`config.mk`:
```
export PLATFORM = sky130hd
export DESIGN_NAME = handshake_wait_gen
export DESIGN_NICKNAME = d
export VERILOG_FILES = /design/src/rtl/wsg_pkg.sv /design/src/rtl/wsg_sync.sv /design/src/rtl/wsg_edge.sv /design/src/rtl/wsg_ctrl.sv /design/src/rtl/handshake_wait_gen.sv
export SDC_FILE = /design/constraint.sdc
export NUM_CORES = 1
export LEC_CHECK = 0
export BUFFER_PORTS_ARGS = -buffer_cell sky130_fd_sc_hd__buf_2
export CAP_MARGIN = 10
export CORE_AREA = 2 2 39 41
export DETAILED_ROUTE_END_ITERATION = 8
export DIE_AREA = 0 0 41 43
export PLACE_DENSITY_LB_ADDON = 0.12
export SLEW_MARGIN = 15
export SYNTH_ARGS = -nofsm -noshare
export SYNTH_HDL_FRONTEND = slang
export SYNTH_SLANG_ARGS = --single-unit
export TNS_END_PERCENT = 100
```
`constraint.sdc`:
```
create_clock -name clk -period 1.65 [get_ports clk]
set_clock_uncertainty 0.2 [all_clocks]
set_input_delay 0.0825 -clock clk [delete_from_list [all_inputs] [get_ports clk]]
set_output_delay 0.0825 -clock clk [all_outputs]
set_load 0.01 [all_outputs]
```
`src/rtl/wsg_pkg.sv`:
```
package wsg_pkg;

  // Controller phases of one slow access
  typedef enum logic [1:0] {
    WS_IDLE  = 2'd0,  // no slow access open
    WS_STALL = 2'd1,  // ready held low, waiting for completion
    WS_CLOSE = 2'd2   // released; processor finishes the cycle on this edge
  } ws_state_e;

endpackage

```
`src/rtl/wsg_sync.sv`:
```
module wsg_sync #(
  parameter int STAGES = 2
) (
  input  logic clk,
  input  logic rst_n,
  input  logic d_in,
  output logic q_out
);

  localparam int LAST = STAGES - 1;

  logic [LAST:0] chain;

  generate
    if (STAGES == 1) begin : g_single
      always_ff @(posedge clk) begin
        if (!rst_n) chain <= '0;
        else        chain <= d_in;
      end
    end else begin : g_multi
      always_ff @(posedge clk) begin
        if (!rst_n) chain <= '0;
        else        chain <= {chain[LAST-1:0], d_in};
      end
    end
  endgenerate

  assign q_out = chain[LAST];

endmodule

```
`src/rtl/wsg_edge.sv`:
```
module wsg_edge (
  input  logic clk,
  input  logic rst_n,
  input  logic level_in,
  output logic pulse_out
);

  logic prev_q;

  always_ff @(posedge clk) begin
    if (!rst_n) prev_q <= 1'b0;
    else        prev_q <= level_in;
  end

  // one cycle per low-to-high transition, however long the level holds
  assign pulse_out = level_in & ~prev_q;

endmodule

```
`src/rtl/wsg_ctrl.sv`:
```
module wsg_ctrl
  import wsg_pkg::*;
(
  input  logic clk,
  input  logic rst_n,
  input  logic sel_in,
  input  logic ack_in,
  output logic rdy_out,
  output logic idle_out
);

  ws_state_e state_q, state_d;
  logic      rdy_q;

  always_comb begin
    state_d = state_q;
    case (state_q)
      WS_IDLE:  if (sel_in) state_d = WS_STALL;
      WS_STALL: if (ack_in) state_d = WS_CLOSE;
      WS_CLOSE: state_d = WS_IDLE;
      default:  state_d = WS_IDLE;
    endcase
  end

  always_ff @(posedge clk) begin
    if (!rst_n) begin
      state_q <= WS_IDLE;
      rdy_q   <= 1'b1;
    end else begin
      state_q <= state_d;
      rdy_q   <= (state_d != WS_STALL);
    end
  end

  assign rdy_out  = rdy_q;
  assign idle_out = (state_q == WS_IDLE);

endmodule

```
`src/rtl/handshake_wait_gen.sv`:
```
module handshake_wait_gen #(
  parameter int SYNC_STAGES      = 2,
  parameter bit DONE_ACTIVE_HIGH = 1'b1
) (
  input  logic clk,
  input  logic rst_n,
  input  logic slow_sel,
  input  logic done_async,
  output logic rdy
);

  logic done_lvl;
  logic done_sync;
  logic ack_pulse;
  logic ctrl_idle;

  generate
    if (DONE_ACTIVE_HIGH) begin : g_pos
      assign done_lvl = done_async;
    end else begin : g_neg
      assign done_lvl = ~done_async;
    end
  endgenerate

  wsg_sync #(.STAGES(SYNC_STAGES)) u_sync (
    .clk   (clk),
    .rst_n (rst_n),
    .d_in  (done_lvl),
    .q_out (done_sync)
  );

  wsg_edge u_edge (
    .clk       (clk),
    .rst_n     (rst_n),
    .level_in  (done_sync),
    .pulse_out (ack_pulse)
  );

  wsg_ctrl u_ctrl (
    .clk      (clk),
    .rst_n    (rst_n),
    .sel_in   (slow_sel),
    .ack_in   (ack_pulse),
    .rdy_out  (rdy),
    .idle_out (ctrl_idle)
  );

endmodule

```
==> results of run 1 <==
==> flip-flops by register name (all words and copies together) (netlist names) <==
name / count
u_ctrl.rdy_out: 1
u_ctrl.state_q: 2
u_edge.prev_q: 1
u_sync.chain: 2
==> metrics by stage <==
| stage | cells | hold slack [ps] | setup WS [ps] | util, % |
|---|---|---|---|---|
| finish | 42 | 226 | 139 | 21.3 |
| global route | 42 | 242 | 85.5 | 21.3 |
| CTS | 42 | 229 | 154 | 21.3 |
| detailed placement | 34 | 93.0 | 703 | 16.1 |
| global placement | 34 | 91.6 | 694 | 16.1 |
| floorplan | 14 | -20.9 | 749 | - |
==> cells in the final DEF, fill, tap and decap left out <==
cell type	instances
sky130_fd_sc_hd__o2111a_1	1
sky130_fd_sc_hd__dfxtp_1	6
sky130_fd_sc_hd__o2111ai_1	1
sky130_fd_sc_hd__clkbuf_4	3
sky130_fd_sc_hd__dlygate4sd3_1	5
sky130_fd_sc_hd__nand3b_1	1
sky130_fd_sc_hd__nor3b_2	1
sky130_fd_sc_hd__buf_2	4
sky130_fd_sc_hd__inv_1	1
sky130_fd_sc_hd__and2_1	3
==> layout make-up <==
class | instances | share of cell area [%]
Tap cell | 16 | 6.78
Timing Repair Buffer | 9 | 23.7
Inverter | 1 | 1.27
Sequential cell | 6 | 40.7
Clock buffer | 3 | 7.63
Multi-Input combinational cell | 7 | 19.9
==> power by group <==
part	internal (mW)	total [mW]	switching [mW]	leakage, nW
clock	0.0821	0.133	0.0508	0.0138
combinational	0.0169	0.0243	0.00742	0.0529
sequential	0.153	0.156	0.00302	0.0495
total	0.252	0.313	0.0612	0.116
==> worst paths after layout <==
path,end
max,u_sync.chain[0]$_SDFF_PN0_
min,u_sync.chain[1]$_SDFF_PN0_
max reg2reg,u_ctrl.rdy_out$_SDFF_PN1_
min reg2reg,u_sync.chain[1]$_SDFF_PN0_
==> worst max-delay path: stages <==
cell	delay, ps
sky130_fd_sc_hd__dlygate4sd3_1	530
sky130_fd_sc_hd__buf_2	150
sky130_fd_sc_hd__and2_1	130
sky130_fd_sc_hd__dlygate4sd3_1	540
==> cell families after synthesis <==
kind of cell / Yosys count / synth area share (%)
flops: 6 / 65.8
simple gates: 5 / 21.2
compound gates: 2 / 11.0
buf+inv: 1 / 2.05
==> routing by layer <==
layer | track usage [%] | vias to the layer above | routed length, microns
met5 | 0 | - | 0
met4 | 8.00 | 0 | 7
met3 | 3.14 | 2 | 27
met2 | 7.19 | 5 | 155
met1 | 5.48 | 72 | 161
li1 | - | 73 | -
==> results.sh, run 1 <==
export IMPL_synth_top_area_cell="sky130_fd_sc_hd__dfxtp_1"
export IMPL_synth_edf_count=0
export IMPL_drt_pre_antenna_iters=2
export IMPL_cts_root_to_sink_buffers=2
export IMPL_worst_setup_path_startpoint="rst_n"
export IMPL_multiInputGateArea_sq_um=58.8
export IMPL_grt_usage_pct=5.83
export IMPL_route_detailed_drc=0
export IMPL_synth_top_cells_by_count="sky130_fd_sc_hd__dfxtp_1, sky130_fd_sc_hd__and2_1"
export IMPL_clock_sinks=6
export IMPL_antenna_diode_count=0
export IMPL_netlist_instances=14
export IMPL_worst_ep_arrival_time_ps=1440
export IMPL_areaGrowthSynthToFinish_pct=61.6
export IMPL_holdCritStartpoint="u_sync.chain[0]$_SDFF_PN0_"
export IMPL_post_route_cells_drive_above_1_share_pct=30.8
export IMPL_max_slew_worst_pin_slew_ps=162
export IMPL_placement_io_buffers=4
export IMPL_cts_hold_fix_buffers=5
export IMPL_area_sequential_sq_um=120
export IMPL_area_fraction_of_the_dominant_cell_type_after_synthesis_pct=65.8
export IMPL_row_count=14
export IMPL_dr_first_iter_drc_count=2
export IMPL_totalNegativeSetupSlack_ps=0
export IMPL_floorplan_die_width_microns=41
export IMPL_cp_data_required_time_ps=1580
export IMPL_yosysMostFrequentCell="sky130_fd_sc_hd__dfxtp_1"
export IMPL_timing_reg2reg_worst_path_depth=3
export IMPL_htree_num_levels=1
export IMPL_timing_final_max_slew_violations=0
export IMPL_run_status="finished clean"
export IMPL_post_dp_cell_area_sq_um=223
export IMPL_worst_hold_path_type="reg2reg"
export IMPL_maximum_number_of_pins_on_one_net_before_global_route_repair=7
export IMPL_critPathLaunchType="primary input"
export IMPL_fmaxAchievable_mhz=662
export IMPL_cellPowerDensity_nw_per_um2=1060
export IMPL_rsz_0062_raised_after_global_routing="no"
export IMPL_synth_async_reset_ratio_pct=0
export IMPL_post_drt_wl_per_cell_microns=8.36
export IMPL_die_height_microns=43
export IMPL_syn_area_per_cell_sq_um=13.0
export IMPL_wire_length_of_the_first_global_routing_pass_microns=607
export IMPL_syn_cell_area_sq_um=183
export IMPL_postSynthRegisterBits=6
export IMPL_timing_max_slew_rel_slack_pct=89.2
export IMPL_drtAntennaViolNets=0
export IMPL_floorplan_initialDensity_pct=13.2
export IMPL_max_vdd_ir_drop_uv=267
export IMPL_max_cap_viols=0
export IMPL_r2r_setup_slack_ps=200
export IMPL_grt_antenna_before_repair=0
export IMPL_setup_violations_final=0
export IMPL_finalCriticalPeriod_ps=1510
export IMPL_vias=152
export IMPL_totalPowerFinal_mw=0.313
export IMPL_post_cts_setup_buffers=0
export IMPL_ys_types=7
export IMPL_n_fill_cell=156
export IMPL_tritoncts_num_buffers=3
export IMPL_power_leakage_nw=0.116
export IMPL_synth_yosys_seq_area_share_pct=65.8
export IMPL_final_area_sq_um=295
export IMPL_globalRouteOverflowTotal=0
export IMPL_min_period_over_period_pct=91.5
export IMPL_viasPerCell=3.62
export IMPL_post_cts_resized=0
export IMPL_synth_yosys_warnings=0
export IMPL_boundaryPins=5
export IMPL_worst_hold_path_num_cells=1
export IMPL_clock_tree_from_tritoncts="built"
export IMPL_placeableCoreArea_sq_um=1380
export IMPL_root_buffer="sky130_fd_sc_hd__clkbuf_4"
export IMPL_critical_path_endpoint_type="flip-flop"
export IMPL_die_area_sq_um=1760
export IMPL_ys_top_cells_by_area="sky130_fd_sc_hd__dfxtp_1, sky130_fd_sc_hd__and2_1, sky130_fd_sc_hd__nor3b_2, sky130_fd_sc_hd__o2111a_1, sky130_fd_sc_hd__o2111ai_1"
export IMPL_crit_type="in2reg"
export IMPL_timing_critical_path_fanout_max=6
export IMPL_gpl_final_weighted_congestion=0.566
export IMPL_postSynthNetCount=18
export IMPL_final_nets=32
export IMPL_dominantRegCellSynth="sky130_fd_sc_hd__dfxtp_1"
export IMPL_wl_microns=351
export IMPL_insertion_delay_ps=240
export IMPL_first_global_vias=160
export IMPL_hold_violations=0
export IMPL_path_clk_slew_ps=50
export IMPL_critical_path_reg2reg_startpoint="u_ctrl.state_q[0]$_SDFF_PN0_"
No activity file was read; power rests on OpenSTA's default activity.
==> run 2, diff against run 1 <==
- CELL_PAD_IN_SITES_DETAIL_PLACEMENT: unset -> 1
- CELL_PAD_IN_SITES_GLOBAL_PLACEMENT: unset -> 2
==> run 2 against run 1 <==
Count of clock-buffer cells in the layout unchanged. Cell area unchanged. Setup slack got worse by 3.3 ps. Sequential share of layout area unchanged. Via count decreased by 0.66%. Sequential cell count unchanged. Largest power group unchanged.
==> results.sh, run 2 (synthesized netlist as in run 1, its figures left out) <==
export IMPL_timing_final_max_slew_violations=0
export IMPL_gpl_final_weighted_congestion=0.530
export IMPL_setup_violations_final=0
export IMPL_final_cell_mix="sky130_fd_sc_hd__dfxtp_1, sky130_fd_sc_hd__dlygate4sd3_1, sky130_fd_sc_hd__buf_2, sky130_fd_sc_hd__and2_1, sky130_fd_sc_hd__clkbuf_4"
export IMPL_post_cts_resized=0
export IMPL_post_drt_wl_per_cell_microns=8.21
export IMPL_worst_hold_path_type="reg2reg"
export IMPL_max_vdd_ir_drop_uv=292
export IMPL_run_status="finished clean"
export IMPL_p_comb_share_pct=7.9
export IMPL_cellPowerDensity_nw_per_um2=1050
export IMPL_worst_ep_arrival_time_ps=1440
export IMPL_wl_microns=345
export IMPL_grt_antenna_before_repair=0
export IMPL_timing_critical_path_fanout_max=6
export IMPL_viasPerCell=3.60
export IMPL_sequentialPowerShare_pct=50.0
export IMPL_placeableCoreArea_sq_um=1380
export IMPL_timing_max_slew_rel_slack_pct=89.2
export IMPL_cp_slowest_cell="sky130_fd_sc_hd__dlygate4sd3_1"
export IMPL_first_global_vias=175
export IMPL_switchingPower_mw=0.0594
export IMPL_critPathLaunchType="primary input"
export IMPL_route_detailed_drc=0
export IMPL_most_common_library_cell_in_the_layout_ignoring_fill_and_taps="sky130_fd_sc_hd__dfxtp_1"
export IMPL_placement_io_buffers=4
export IMPL_largestRegisters="u_ctrl.state_q: 2 flops, u_sync.chain: 2 flops"
export IMPL_post_route_cells_drive_above_1_share_pct=30.8
export IMPL_clock_sinks=6
export IMPL_cts_root_to_sink_buffers=2
export IMPL_finalCriticalPeriod_ps=1510
export IMPL_grt_usage_pct=6.03
export IMPL_timing_critical_path_cells="dlygate4sd3_1 -> buf_2 -> and2_1 -> dlygate4sd3_1"
export IMPL_globalRouteOverflowTotal=0
export IMPL_die_area_sq_um=1760
export IMPL_max_cap_viols=0
export IMPL_path_clk_slew_ps=40
export IMPL_final_nets=32
export IMPL_vias=151
export IMPL_min_period_over_period_pct=91.8
export IMPL_power_leakage_nw=0.116
export IMPL_rsz_0062_raised_after_global_routing="no"
export IMPL_maximum_number_of_pins_on_one_net_before_global_route_repair=7
export IMPL_max_slew_worst_pin_slew_ps=163
export IMPL_dr_first_iter_drc_count=0
export IMPL_place_ws_ps=706
export IMPL_floorplan_die_width_microns=41
export IMPL_antenna_diode_count=0
export IMPL_clock_tree_from_tritoncts="built"
export IMPL_critical_path_n_buffers_inverters=3
export IMPL_htree_num_levels=1
export IMPL_floorplan_initialDensity_pct=13.2
export IMPL_cp_common_cell="sky130_fd_sc_hd__dlygate4sd3_1"
export IMPL_path_delay_family="buffers and inverters"
export IMPL_areaGrowthSynthToFinish_pct=61.6
export IMPL_setup_slack_ps=136
export IMPL_drt_pre_antenna_iters=1
export IMPL_cts_hold_fix_buffers=5
export IMPL_wire_length_of_the_first_global_routing_pass_microns=600
export IMPL_cp_data_required_time_ps=1570
export IMPL_fmaxAchievable_mhz=661
export IMPL_crit_type="in2reg"
export IMPL_power_switching_fraction_pct=19.1
export IMPL_hold_violations=0
export IMPL_row_count=14
export IMPL_multiInputGateArea_sq_um=58.8
export IMPL_n_fill_cell=162
export IMPL_clock_power_share_pct=42.1
export IMPL_totalNegativeSetupSlack_ps=0
export IMPL_cp_peak_stage_delay_ps=540
export IMPL_die_height_microns=43
export IMPL_root_buffer="sky130_fd_sc_hd__clkbuf_4"
export IMPL_tritoncts_num_buffers=3
export IMPL_area_sequential_sq_um=120
export IMPL_insertion_delay_ps=240
export IMPL_post_cts_setup_buffers=0
export IMPL_p_int_mw=0.252
export IMPL_critical_path_endpoint_type="flip-flop"
export IMPL_boundaryPins=5
export IMPL_drtAntennaViolNets=0
-- run 2: stage by stage --
stage	utilization [%]	instances	hold slack (ps)	total power, mW	cell area (sq um)
after floorplan	-	14	-20.9	0.165	183
after global placement	16.1	34	92.7	0.173	223
after detailed placement	16.1	34	94.9	0.174	223
after CTS	21.3	42	237	0.322	295
after global routing	21.3	42	249	0.335	295
final	21.3	42	230	0.311	295
-- run 2: cell type report --
cell class,instances,share of cell area [%]
well taps,16,6.78
clock buffers,3,7.63
repair buffers,9,23.7
inverters,1,1.27
multi-input cells,7,19.9
flip-flops and latches,6,40.7
-- run 2: power groups by stage --
stage / Combinational, mW / Sequential (mW) / Clock [mW]
after floorplan: 0.00618 / 0.159 / 0
after global placement: 0.0150 / 0.158 / 0
after detailed placement: 0.0151 / 0.158 / 0
after CTS: 0.0247 / 0.156 / 0.141
after global routing: 0.0271 / 0.156 / 0.152
final: 0.0247 / 0.156 / 0.131
-- run 2: worst paths after layout --
check,end,start,depth (start not counted),slack [ps]
hold / removal,u_ctrl.state_q[1]$_SDFF_PN0_,u_ctrl.state_q[1]$_SDFF_PN0_,1,230
setup reg to reg,u_ctrl.rdy_out$_SDFF_PN1_,u_ctrl.state_q[0]$_SDFF_PN0_,3,190
setup / recovery,u_sync.chain[0]$_SDFF_PN0_,rst_n,4,140
hold reg to reg,u_ctrl.state_q[1]$_SDFF_PN0_,u_ctrl.state_q[1]$_SDFF_PN0_,1,230
-- run 2: per-layer routing --
metal	up-vias	global-route usage (%)	wire length, microns
met4	0	10.0	8
met3	2	3.14	29
li1	76	-	-
met5	-	0	0
met1	68	4.19	139
met2	5	8.13	168
